$ cat config.mk
export PLATFORM = sky130hd
export DESIGN_NAME = ones_cal_ctrl
export DESIGN_NICKNAME = d
export VERILOG_FILES = /design/src/rtl/ones_cal_pkg.sv /design/src/rtl/cal_sclk_sync.sv /design/src/rtl/cal_phase_timer.sv /design/src/rtl/cal_ones_tally.sv /design/src/rtl/ones_cal_ctrl.sv
export SDC_FILE = /design/constraint.sdc
export NUM_CORES = 1
export LEC_CHECK = 0
export BUFFER_PORTS_ARGS = -buffer_cell sky130_fd_sc_hd__buf_2
export CORE_AREA = 8 8 115 117
export DETAILED_ROUTE_END_ITERATION = 7
export DIE_AREA = 0 0 123 125
export GPL_TIMING_DRIVEN = 0
export PLACE_DENSITY = 0.58
export SYNTH_ARGS = -nofsm -noshare
export SYNTH_HDL_FRONTEND = slang
export SYNTH_SLANG_ARGS = --single-unit
$ cat constraint.sdc
create_clock -name clk -period 4.3 [get_ports clk]
set_input_delay 0.43 -clock clk [delete_from_list [all_inputs] [get_ports clk]]
set_output_delay 0.43 -clock clk [all_outputs]
set_load 0.02 [all_outputs]
$ cat src/rtl/ones_cal_pkg.sv
package ones_cal_pkg;

  typedef enum logic [2:0] {
    ST_IDLE, ST_RESET, ST_OFF_SETTLE, ST_OFF_COUNT,
    ST_BREAK, ST_GAIN_SETTLE, ST_GAIN_COUNT, ST_DONE
  } cal_state_t;

  // Ideal ones in a window of 'win' bits with the offset input applied.
  function automatic int unsigned ideal_offset(input logic bip, input int unsigned win);
    return bip ? (win / 2) : ((win * 3) / 8);
  endfunction

  // Ideal ones in a window of 'win' bits with the gain input applied.
  function automatic int unsigned ideal_gain(input int unsigned win);
    return (win * 5) / 8;
  endfunction

endpackage

$ cat src/rtl/cal_sclk_sync.sv
module cal_sclk_sync #(
  parameter int STAGES = 2
) (
  input  logic clk,
  input  logic rst_n,
  input  logic sclk_in,
  input  logic data_in,
  output logic bit_evt,
  output logic bit_val
);
  logic [STAGES-1:0] s_pipe;
  logic [STAGES-1:0] d_pipe;
  logic              s_last;

  // Clock and data share one pipeline depth so the sampled bit lines up with the edge.
  generate
    if (STAGES == 1) begin : g_one
      always_ff @(posedge clk or negedge rst_n) begin
        if (!rst_n) begin
          s_pipe <= '0;
          d_pipe <= '0;
        end else begin
          s_pipe <= sclk_in;
          d_pipe <= data_in;
        end
      end
    end else begin : g_many
      always_ff @(posedge clk or negedge rst_n) begin
        if (!rst_n) begin
          s_pipe <= '0;
          d_pipe <= '0;
        end else begin
          s_pipe <= {s_pipe[STAGES-2:0], sclk_in};
          d_pipe <= {d_pipe[STAGES-2:0], data_in};
        end
      end
    end
  endgenerate

  always_ff @(posedge clk or negedge rst_n) begin
    if (!rst_n) s_last <= 1'b0;
    else        s_last <= s_pipe[STAGES-1];
  end

  assign bit_evt = s_pipe[STAGES-1] & ~s_last;
  assign bit_val = d_pipe[STAGES-1];
endmodule

$ cat src/rtl/cal_phase_timer.sv
module cal_phase_timer #(
  parameter int TW = 8
) (
  input  logic          clk,
  input  logic          rst_n,
  input  logic          clear,
  input  logic          step,
  input  logic [TW-1:0] limit,
  output logic          hit
);
  logic [TW-1:0] cnt;

  assign hit = step && (cnt == limit - TW'(1));

  always_ff @(posedge clk or negedge rst_n) begin
    if (!rst_n)     cnt <= '0;
    else if (clear) cnt <= '0;
    else if (step)  cnt <= cnt + TW'(1);
  end
endmodule

$ cat src/rtl/cal_ones_tally.sv
module cal_ones_tally #(
  parameter int CW = 8
) (
  input  logic          clk,
  input  logic          rst_n,
  input  logic          clear,
  input  logic          en,
  input  logic          bit_in,
  output logic [CW-1:0] total
);
  always_ff @(posedge clk or negedge rst_n) begin
    if (!rst_n)             total <= '0;
    else if (clear)         total <= '0;
    else if (en && bit_in)  total <= total + CW'(1);
  end
endmodule

$ cat src/rtl/ones_cal_ctrl.sv
module ones_cal_ctrl
  import ones_cal_pkg::*;
#(
  parameter int RST_EDGES   = 20,
  parameter int SETTLE      = 1000,
  parameter int LOG2_WIN    = 12,
  parameter int SYNC_STAGES = 2,
  localparam int WIN  = 1 << LOG2_WIN,
  localparam int CW   = LOG2_WIN + 1,
  localparam int MAXL = (SETTLE > WIN) ? ((SETTLE > RST_EDGES) ? SETTLE : RST_EDGES)
                                       : ((WIN > RST_EDGES) ? WIN : RST_EDGES),
  localparam int TW   = $clog2(MAXL + 1)
) (
  input  logic                 clk,
  input  logic                 rst_n,
  input  logic                 start,
  input  logic                 bipolar,
  input  logic                 bit_sclk,
  input  logic                 bit_data,
  output logic                 mod_reset,
  output logic                 zero_in,
  output logic                 gain_cal,
  output logic                 busy,
  output logic                 done,
  output logic                 cal_valid,
  output logic                 stale,
  output logic [CW-1:0]        off_count,
  output logic signed [CW:0]   off_err,
  output logic [CW-1:0]        gain_count,
  output logic signed [CW:0]   gain_err
);
  localparam logic [CW-1:0] IDEAL_OFF_BIP = CW'(ideal_offset(1'b1, WIN));
  localparam logic [CW-1:0] IDEAL_OFF_UNI = CW'(ideal_offset(1'b0, WIN));
  localparam logic [CW-1:0] IDEAL_GAIN    = CW'(ideal_gain(WIN));

  function automatic logic signed [CW:0] count_diff(input logic [CW-1:0] meas,
                                                    input logic [CW-1:0] ideal);
    return $signed({1'b0, meas}) - $signed({1'b0, ideal});
  endfunction

  cal_state_t    state;
  logic          cal_mode;
  logic          stale_q;

  // Named internal events, brought out for the checker and for reading.
  logic          bit_evt;
  logic          bit_val;
  logic          timed_phase;
  logic          count_phase;
  logic          settle_phase;
  logic          phase_end;
  logic          tm_hit;
  logic          tm_clr;
  logic          start_acc;
  logic [TW-1:0] tm_limit;
  logic [CW-1:0] tally;
  logic [CW-1:0] final_cnt;

  cal_sclk_sync #(.STAGES(SYNC_STAGES)) u_sync (
    .clk(clk), .rst_n(rst_n), .sclk_in(bit_sclk), .data_in(bit_data),
    .bit_evt(bit_evt), .bit_val(bit_val)
  );

  assign settle_phase = (state == ST_OFF_SETTLE) || (state == ST_GAIN_SETTLE);
  assign count_phase  = (state == ST_OFF_COUNT)  || (state == ST_GAIN_COUNT);
  assign timed_phase  = settle_phase || count_phase || (state == ST_RESET);
  assign phase_end    = timed_phase && tm_hit;
  assign start_acc    = start && (state == ST_IDLE);
  assign tm_clr       = phase_end || (state == ST_IDLE) || (state == ST_BREAK);

  always_comb begin
    unique case (state)
      ST_RESET:                      tm_limit = TW'(RST_EDGES);
      ST_OFF_SETTLE, ST_GAIN_SETTLE: tm_limit = TW'(SETTLE);
      default:                       tm_limit = TW'(WIN);
    endcase
  end

  cal_phase_timer #(.TW(TW)) u_timer (
    .clk(clk), .rst_n(rst_n), .clear(tm_clr), .step(bit_evt && timed_phase),
    .limit(tm_limit), .hit(tm_hit)
  );

  cal_ones_tally #(.CW(CW)) u_tally (
    .clk(clk), .rst_n(rst_n), .clear(phase_end && settle_phase),
    .en(bit_evt && count_phase), .bit_in(bit_val), .total(tally)
  );

  // Count including the bit that arrives with the window's last edge.
  assign final_cnt = tally + CW'(bit_val);

  always_ff @(posedge clk or negedge rst_n) begin
    if (!rst_n) begin
      state      <= ST_IDLE;
      cal_mode   <= 1'b0;
      cal_valid  <= 1'b0;
      off_count  <= '0;
      off_err    <= '0;
      gain_count <= '0;
      gain_err   <= '0;
    end else begin
      unique case (state)
        ST_IDLE: if (start_acc) begin
          state     <= ST_RESET;
          cal_mode  <= bipolar;
          cal_valid <= 1'b0;
        end
        ST_RESET:       if (phase_end) state <= ST_OFF_SETTLE;
        ST_OFF_SETTLE:  if (phase_end) state <= ST_OFF_COUNT;
        ST_OFF_COUNT: if (phase_end) begin
          state     <= ST_BREAK;
          off_count <= final_cnt;
          off_err   <= count_diff(final_cnt, cal_mode ? IDEAL_OFF_BIP : IDEAL_OFF_UNI);
        end
        ST_BREAK:       state <= ST_GAIN_SETTLE;
        ST_GAIN_SETTLE: if (phase_end) state <= ST_GAIN_COUNT;
        ST_GAIN_COUNT: if (phase_end) begin
          state      <= ST_DONE;
          gain_count <= final_cnt;
          gain_err   <= count_diff(final_cnt, IDEAL_GAIN);
          cal_valid  <= 1'b1;
        end
        default:        state <= ST_IDLE;
      endcase
    end
  end

  // Completion wins over a mismatch in the same cycle; the mismatch re-raises next cycle.
  always_ff @(posedge clk or negedge rst_n) begin
    if (!rst_n)                stale_q <= 1'b0;
    else if (state == ST_DONE) stale_q <= 1'b0;
    else if (cal_valid && (bipolar != cal_mode)) stale_q <= 1'b1;
  end

  assign mod_reset = (state == ST_RESET);
  assign zero_in   = (state == ST_OFF_SETTLE) || (state == ST_OFF_COUNT);
  assign gain_cal  = (state == ST_GAIN_SETTLE) || (state == ST_GAIN_COUNT);
  assign busy      = (state != ST_IDLE) && (state != ST_DONE);
  assign done      = (state == ST_DONE);
  assign stale     = stale_q;
endmodule

==> impl_metrics.sql, run 1 <==
INSERT INTO impl_metrics (metric_group, metric, value, unit) VALUES
('sta', 'timing_hold_violations_final', '0', ''),
('status', 'status', 'finished, final reports clean', ''),
('finish', 'final_layout_size_suffix_gt1_frac', '0.312', ''),
('synthesis', 'synth.cell_area', '0.00388', 'sq mm'),
('worst_setup_path', 'setup.worst_path.start', 'state[2]$_DFFE_PN0P_', ''),
('sta', 'fin_worst_skew', '5.49', 'ps'),
('die', 'dieHeight', '125', 'microns'),
('worst_setup_path', 'reg2reg_slack', '570', 'ps'),
('synthesis', 'synth-seq-area-share', '0.471', ''),
('die', 'core_area', '0.0116', 'sq mm'),
('min_path', 'hold_path.class', 'in2reg', ''),
('die', 'ios', '67', ''),
('die', 'fp.dieW', '123', 'microns'),
('synthesis', 'synth_edf_count', '0', ''),
('cts', 'cts.reportedPaths.clkPinSlew', '60', 'ps'),
('cts', 'cts_max_path_buffers', '2', ''),
('worst_setup_path', 'timing.critical_path.slowest_stage_cell', 'sky130_fd_sc_hd__nor4_4', ''),
('worst_setup_path', 'required', '4510', 'ps'),
('job', 'maxCapViolCount', '0', ''),
('grt', 'globalRoute.totalOverflow', '0', ''),
('synthesis', 'postSynth.topFlopCell', 'sky130_fd_sc_hd__dfrtp_1', ''),
('sta', 'max_clock_freq', '268', 'MHz'),
('synthesis', 'synth-compound-area-share', '0.0403', ''),
('synthesis', 'largest_family_of_logic_cells_by_synthesized_area', 'simple AND/OR/NAND/NOR gates', ''),
('grt', 'grt_pass1_vias', '2953', ''),
('finish', 'diodes', '0', ''),
('sta', 'final_period_minus_worst_setup_slack', '3730', 'ps'),
('synthesis', 'synth-async-reset-ratio', '1.00', ''),
('sta', 'number_of_slew_limit_violations_in_the_final_report', '0', ''),
('route', 'drt-total-wl', '8640', 'microns'),
('cts', 'cts_sinks', '73', ''),
('sta', 'setup-tns-final', '0', 'ps'),
('finish', 'postLayoutCellArea', '0.00470', 'sq mm'),
('route', 'post_drt_wl_per_cell', '14.9', 'microns'),
('route', 'dr_total_vias', '2785', ''),
('worst_setup_path', 'critPathMaxFanout', '10', ''),
('synthesis', 'postSynthAreaPerCell', '11.1', 'sq um'),
('power', 'p_per_area', '372', 'mW/mm^2'),
('cts', 'numCtsBuffers', '9', ''),
('worst_setup_path', 'critical_path.endpoint_type', 'flop', ''),
('worst_setup_path', 'critPathCapture', 'gain_count[11]$_DFFE_PN0P_', ''),
('grt', 'grtUsageMet1', '0.152', ''),
('route', 'ant_nets', '0', ''),
('cts', 'cts_setup_buffers', '0', ''),
('cts', 'cts-htree-levels', '3', ''),
('synthesis', 'yosys.area_share.simple', '0.169', ''),
('finish', 'multi_input_area', '0.00180', 'sq mm'),
('placement', 'port-buffer-count', '66', ''),
('power', 'power.total', '1.75', 'mW'),
('synthesis', 'post_synth_main_area_contributors', 'sky130_fd_sc_hd__dfrtp_1 47%, sky130_fd_sc_hd__xnor2_1 5.2%, sky130_fd_sc_hd__mux2_2 4.9%, sky130_fd_sc_hd__xor2_1 4.3%, sky130_fd_sc_hd__ha_1 3.5%', ''),
('finish', 'final_net_count', '446', ''),
('placement', 'post-place-cells', '563', ''),
('grt', 'use_met2', '0.181', ''),
('worst_setup_path', 'timing.critical_path.slowest_cell_delay', '820', 'ps'),
('sta', 'setup_viol_count_final', '0', ''),
('power', 'p_leak', '2.45', 'nW'),
('grt', 'grt_first_pass_wirelength', '14600', 'microns'),
('cts', 'clk-insertion-delay-late', '330', 'ps'),
('grt', 'groute.usage.overall', '0.118', ''),
('cts', 'clock_tree.root_cell', 'sky130_fd_sc_hd__clkbuf_16', ''),
('grt', 'grt_start_max_net_pins', '71', ''),
('cts', 'tritoncts', 'yes', ''),
('sta', 'grt_setup_unrepaired', 'false', ''),
('power', 'ir_drop', '0.205', 'mV'),
('placement', 'gpl.final_weighted_congestion', '0.859', ''),
('synthesis', 'ys_ff_latch', '73', ''),
('sta', 'layout_worst_path_cycle_share', '0.869', ''),
('synthesis', 'yosysWarnings', '0', ''),
('grt', 'global_route.usage.met3', '0.0297', ''),
('sta', 'relSlewSlack', '0.410', ''),
('synthesis', 'synth_area_leader_cell', 'sky130_fd_sc_hd__dfrtp_1', '');
[synth_stat cells, types with 6 or more instances]
library cell / instances
sky130_fd_sc_hd__xor2_1: 19
sky130_fd_sc_hd__buf_4: 18
sky130_fd_sc_hd__mux2_1: 10
sky130_fd_sc_hd__nand3_1: 12
sky130_fd_sc_hd__mux2_2: 17
sky130_fd_sc_hd__xnor2_1: 23
sky130_fd_sc_hd__clkbuf_1: 8
sky130_fd_sc_hd__nand2_1: 20
sky130_fd_sc_hd__inv_1: 11
sky130_fd_sc_hd__ha_1: 11
sky130_fd_sc_hd__mux2_4: 7
sky130_fd_sc_hd__nor3_1: 8
sky130_fd_sc_hd__dfrtp_1: 73
sky130_fd_sc_hd__nand4_1: 10
sky130_fd_sc_hd__nor2_1: 34
sky130_fd_sc_hd__nor4_1: 6
[layout by cell type, fill, tap and decap left out, types with 3 or more instances in the layout]
cell type	netlist	layout
sky130_fd_sc_hd__a21oi_1	4	4
sky130_fd_sc_hd__inv_1	11	11
sky130_fd_sc_hd__a21o_1	3	3
sky130_fd_sc_hd__xnor2_1	23	23
sky130_fd_sc_hd__nor4_1	6	6
sky130_fd_sc_hd__nor3_1	8	8
sky130_fd_sc_hd__buf_2	2	67
sky130_fd_sc_hd__clkbuf_16	0	9
sky130_fd_sc_hd__clkbuf_1	8	10
sky130_fd_sc_hd__nand3_1	12	12
sky130_fd_sc_hd__or4_1	3	3
sky130_fd_sc_hd__ha_1	11	11
sky130_fd_sc_hd__mux2_4	7	7
sky130_fd_sc_hd__mux2i_1	5	5
sky130_fd_sc_hd__nand4_1	10	10
sky130_fd_sc_hd__nor2_1	34	34
sky130_fd_sc_hd__and3_1	5	5
sky130_fd_sc_hd__nand2_1	20	20
sky130_fd_sc_hd__mux2_1	10	10
sky130_fd_sc_hd__nor2b_1	4	4
sky130_fd_sc_hd__xor2_1	19	19
sky130_fd_sc_hd__buf_4	18	19
sky130_fd_sc_hd__mux2_2	17	17
sky130_fd_sc_hd__dfrtp_1	73	73
sky130_fd_sc_hd__clkinv_2	0	3
[final cells by class]
class,count,area share
timing repair buffer,68,0.0788
tap,147,0.0391
sequential,73,0.389
buffer,32,0.0460
clock buffer,11,0.0495
multi-input combinational,233,0.382
clock inverter,5,0.00692
inverter,11,0.00878
[sequential cells by signal, summed over array words and instances, names as in the netlist, 2 cells and up]
| register | count |
|---|---|
| gain_count | 13 |
| off_count | 13 |
| u_sync.s_pipe | 2 |
| off_err | 5 |
| gain_err | 5 |
| u_tally.total | 13 |
| u_sync.d_pipe | 2 |
| u_timer.cnt | 13 |
| state | 3 |
[critical path, delay by kind of cell, from the launching register on]
family                   cells  cell delay [ps]
AO/OA/AOI/OAI                1              260
flip-flops                   1              400
XOR/XNOR                     1              140
adder cells (fa/ha/maj)      1              230
multiplexers                 1              330
buffers and inverters        3              600
AND/OR/NAND/NOR              3             1650
[cell families (layout without fill, tap and decap cells)]
family,after synthesis,count (layout)
AO/OA/AOI/OAI,21,21
buffers and inverters,43,127
AND/OR/NAND/NOR,119,119
multiplexers,39,39
adder cells (fa/ha/maj),12,12
XOR/XNOR,42,42
flip-flops,73,73
[repair_timing]
item                                   CTS  global route
endpoints found under the hold margin    3             0
resized for setup                        0             0
hold buffers                             1             0
[per-stage QoR]
step | setup WS [ps] | hold WS (ps) | util
6_report | 565 | 199 | 0.405
5_1_grt | 385 | 192 | 0.405
4_1_cts | 554 | 191 | 0.405
3_3_place_gp | 613 | 334 | 0.379
2_1_floorplan | 1030 | 134 | -
3_5_place_dp | 570 | 242 | 0.381
[where the power goes]
group | total (mW) | internal, mW | switching, mW | leakage [nW]
logic | 0.299 | 0.125 | 0.174 | 1.33
clock network | 0.676 | 0.390 | 0.287 | 0.133
registers | 0.773 | 0.725 | 0.0482 | 0.991
[worst min path at each step]
stage / from / endpoint / slack (ps) / cells after the start
after floorplan: rst_n / cal_mode$_DFFE_PN0P_ / 130 / 0
after global placement: u_sync.s_pipe[0]$_DFF_PN0_ / u_sync.s_pipe[1]$_DFF_PN0_ / 330 / 0
after detailed placement: rst_n / u_sync.s_pipe[1]$_DFF_PN0_ / 240 / 1
after CTS: bit_sclk / u_sync.s_pipe[0]$_DFF_PN0_ / 190 / 1
after global routing: bit_sclk / u_sync.s_pipe[0]$_DFF_PN0_ / 190 / 1
final: bit_sclk / u_sync.s_pipe[0]$_DFF_PN0_ / 200 / 1
[routing by layer]
| metal | up-vias | wire length [microns] |
|---|---|---|
| li1 | 1352 | - |
| met1 | 1352 | 4050 |
| met2 | 65 | 3970 |
| met3 | 16 | 431 |
| met4 | 0 | 187 |
| met5 | - | 0 |
Note: power is estimated with default switching activity, not from simulation.
==> run 2, diff against run 1 <==
- CELL_PAD_IN_SITES_DETAIL_PLACEMENT: not set -> 0
- CELL_PAD_IN_SITES_GLOBAL_PLACEMENT: not set -> 2
- PLACE_DENSITY: 0.58 -> 0.81
==> run 2 against run 1 <==
Clock power rose by 21%; sequential power hardly changed; cell count shrank 0.17%; sequential share of layout area fell by 0.45 points; critical endpoint is now gain_err[13]$_DFFE_PN0P_; largest cell class unchanged.
==> impl_metrics.sql, run 2 (synthesis results as in run 1) <==
INSERT INTO impl_metrics (metric_group, metric, value, unit) VALUES
('die', 'die_area', '0.0154', 'sq mm'),
('finish', 'layout.core_utilization', '0.410', ''),
('finish', 'area_growth', '22.5', '%'),
('power', 'p_per_area', '397', 'mW/mm^2'),
('grt', 'grtUsageMet1', '0.162', ''),
('finish', 'final_layout_size_suffix_gt1_frac', '0.317', ''),
('route', 'drtIter0Drc', '104', ''),
('grt', 'grt_antenna_before_repair', '0', ''),
('cts', 'clock_tree.root_cell', 'sky130_fd_sc_hd__clkbuf_16', ''),
('worst_setup_path', 'critPathCapture', 'gain_err[13]$_DFFE_PN0P_', ''),
('cts', 'cts-htree-levels', '3', ''),
('worst_setup_path', 'rr_startpoint', 'state[2]$_DFFE_PN0P_', ''),
('sta', 'fin_worst_skew', '10.1', 'ps'),
('route', 'firstDrtPassIters', '4', ''),
('sta', 'setup_viol_count_final', '0', ''),
('worst_setup_path', 'arrival', '3880', 'ps'),
('power', 'pwr-share-clk', '0.432', ''),
('cts', 'numCtsBuffers', '9', ''),
('die', 'fp.dieW', '123', 'microns'),
('power', 'power.total', '1.89', 'mW'),
('route', 'drc', '0', ''),
('power', 'switchingPower', '0.511', 'mW'),
('finish', 'final_net_count', '445', ''),
('grt', 'groute.usage.overall', '0.119', ''),
('power', 'power.share.switching', '0.271', ''),
('sta', 'relSlewSlack', '0.416', ''),
('status', 'status', 'finished, final reports clean', ''),
('finish', 'diodes', '0', ''),
('worst_setup_path', 'endpoint_of_the_most_critical_register_to_register_path', 'gain_err[13]$_DFFE_PN0P_', ''),
('cts', 'cts.reportedPaths.clkPinSlew', '60', 'ps'),
('grt', 'globalRoute.totalOverflow', '0', ''),
('route', 'post_drt_wl_per_cell', '14.9', 'microns'),
('job', 'maxCapViolCount', '0', ''),
('finish', 'most-common-layout-cells', '73 x sky130_fd_sc_hd__dfrtp_1, 67 x sky130_fd_sc_hd__buf_2, 34 x sky130_fd_sc_hd__nor2_1', ''),
('sta', 'max_clock_freq', '273', 'MHz'),
('cts', 'cts_max_path_buffers', '2', ''),
('power', 'ir_drop', '0.160', 'mV'),
('cts', 'postCtsResizedCells', '0', ''),
('die', 'initial_cell_density_of_the_core', '0.334', ''),
('grt', 'globalRoute.busiestLayer', 'met2', ''),
('cts', 'tritoncts', 'yes', ''),
('sta', 'final_period_minus_worst_setup_slack', '3670', 'ps'),
('worst_setup_path', 'critical_path.endpoint_type', 'flop', ''),
('route', 'drt-total-wl', '8610', 'microns'),
('worst_setup_path', 'required', '4510', 'ps'),
('worst_setup_path', 'criticalPathCategory', 'reg2reg', ''),
('worst_setup_path', 'setup.worst_path.start', 'state[2]$_DFFE_PN0P_', ''),
('sta', 'setup-tns-final', '0', 'ps'),
('power', 'power.sequential.fraction', '0.410', ''),
('worst_setup_path', 'worst_r2r_path_depth', '10', ''),
('grt', 'grt_pass1_vias', '2952', ''),
('placement', 'post_dp_hpwl', '6450', 'microns'),
('finish', 'layout.cells.most_common', 'sky130_fd_sc_hd__dfrtp_1', ''),
('placement', 'gpl.final_weighted_congestion', '0.740', ''),
('route', 'avgViaCountPerCell', '4.77', ''),
('sta', 'worst_tran_pin_value', '869', 'ps'),
('finish', 'postLayoutCellArea', '0.00476', 'sq mm'),
('grt', 'grt_first_pass_wirelength', '14700', 'microns'),
('placement', 'port-buffer-count', '66', ''),
('sta', 'layout_worst_path_cycle_share', '0.853', ''),
('worst_setup_path', 'reg2reg_slack', '630', 'ps'),
('sta', 'number_of_slew_limit_violations_in_the_final_report', '0', ''),
('power', 'internal_power', '1.38', 'mW'),
('power', 'relative_contribution_of_combinational_cells_to_total_power', '0.158', ''),
('cts', 'cts_sinks', '73', ''),
('die', 'core_area', '0.0116', 'sq mm'),
('route', 'dr_total_vias', '2764', ''),
('power', 'p_leak', '2.47', 'nW'),
('cts', 'cts_setup_buffers', '0', ''),
('grt', 'global_route.usage.met3', '0.0279', ''),
('grt', 'use_met2', '0.180', ''),
('min_path', 'hold_path.class', 'in2async', ''),
('worst_setup_path', 'critPathLaunchType', 'flop', ''),
('cts', 'holdBufCountCts', '0', ''),
('placement', 'post_dp_cell_area', '0.00443', 'sq mm'),
('grt', 'grt_start_max_net_pins', '48', ''),
('sta', 'timing_hold_violations_final', '0', ''),
('route', 'ant_nets', '0', ''),
('die', 'rows', '40', ''),
('worst_setup_path', 'critPathMaxFanout', '10', ''),
('die', 'dieHeight', '125', 'microns'),
('die', 'ios', '67', ''),
('cts', 'clk-insertion-delay-late', '330', 'ps'),
('sta', 'grt_setup_unrepaired', 'false', '');
[run 2: area by class of cell]
type	count	area (sq um)
Sequential cell	73	1830
Tap cell	147	184
Clock buffer	10	239
Multi-Input combinational cell	233	1800
Timing Repair Buffer	67	360
Inverter	11	41.3
Clock inverter	6	91.3
Buffer	32	216
Fill cell	1139	6860
[run 2: per-stage QoR]
| stage | hold WS (ps) | instances | worst slack, ps |
|---|---|---|---|
| finish | 22.4 | 579 | 631 |
| global route | 48.3 | 579 | 384 |
| CTS | 32.5 | 579 | 561 |
| detailed placement | 340 | 563 | 578 |
| global placement | 339 | 562 | 604 |
| floorplan | 134 | 349 | 1030 |
[run 2: per-layer routing]
| layer | wire length [microns] | up-vias |
|---|---|---|
| li1 | - | 1355 |
| met1 | 4270 | 1347 |
| met2 | 3860 | 50 |
| met3 | 346 | 12 |
| met4 | 129 | 0 |
| met5 | 0 | - |
[run 2: critical path, stage by stage (launching register included)]
cell	delay (ps)
sky130_fd_sc_hd__dfrtp_1	400
sky130_fd_sc_hd__buf_2	200
sky130_fd_sc_hd__nor3b_2	390
sky130_fd_sc_hd__inv_1	120
sky130_fd_sc_hd__ha_1	230
sky130_fd_sc_hd__xnor2_1	140
sky130_fd_sc_hd__nor4_1	420
sky130_fd_sc_hd__o2111ai_1	250
sky130_fd_sc_hd__nor4_4	810
sky130_fd_sc_hd__buf_6	260
sky130_fd_sc_hd__mux2_2	350
[run 2: how the worst min path moves through the flow]
stage	start	end	slack (ps)	cells past startpoint
after floorplan	rst_n	cal_mode$_DFFE_PN0P_	130	0
after detailed placement	u_sync.s_pipe[0]$_DFF_PN0_	u_sync.s_pipe[1]$_DFF_PN0_	340	0
after CTS	rst_n	u_timer.cnt[9]$_DFFE_PN0P_	30	1
after global placement	u_sync.d_pipe[0]$_DFF_PN0_	u_sync.d_pipe[1]$_DFF_PN0_	340	0
after global routing	rst_n	u_timer.cnt[9]$_DFFE_PN0P_	50	1
final	rst_n	u_timer.cnt[9]$_DFFE_PN0P_	20	1
[run 2: power groups by stage]
stage	Sequential (mW)	Clock [mW]	Combinational, mW
after global routing	0.782	0.868	0.348
after CTS	0.774	0.837	0.304
after detailed placement	0.786	0	0.302
after floorplan	0.774	0	0.229
after global placement	0.785	0	0.290
final	0.773	0.816	0.297
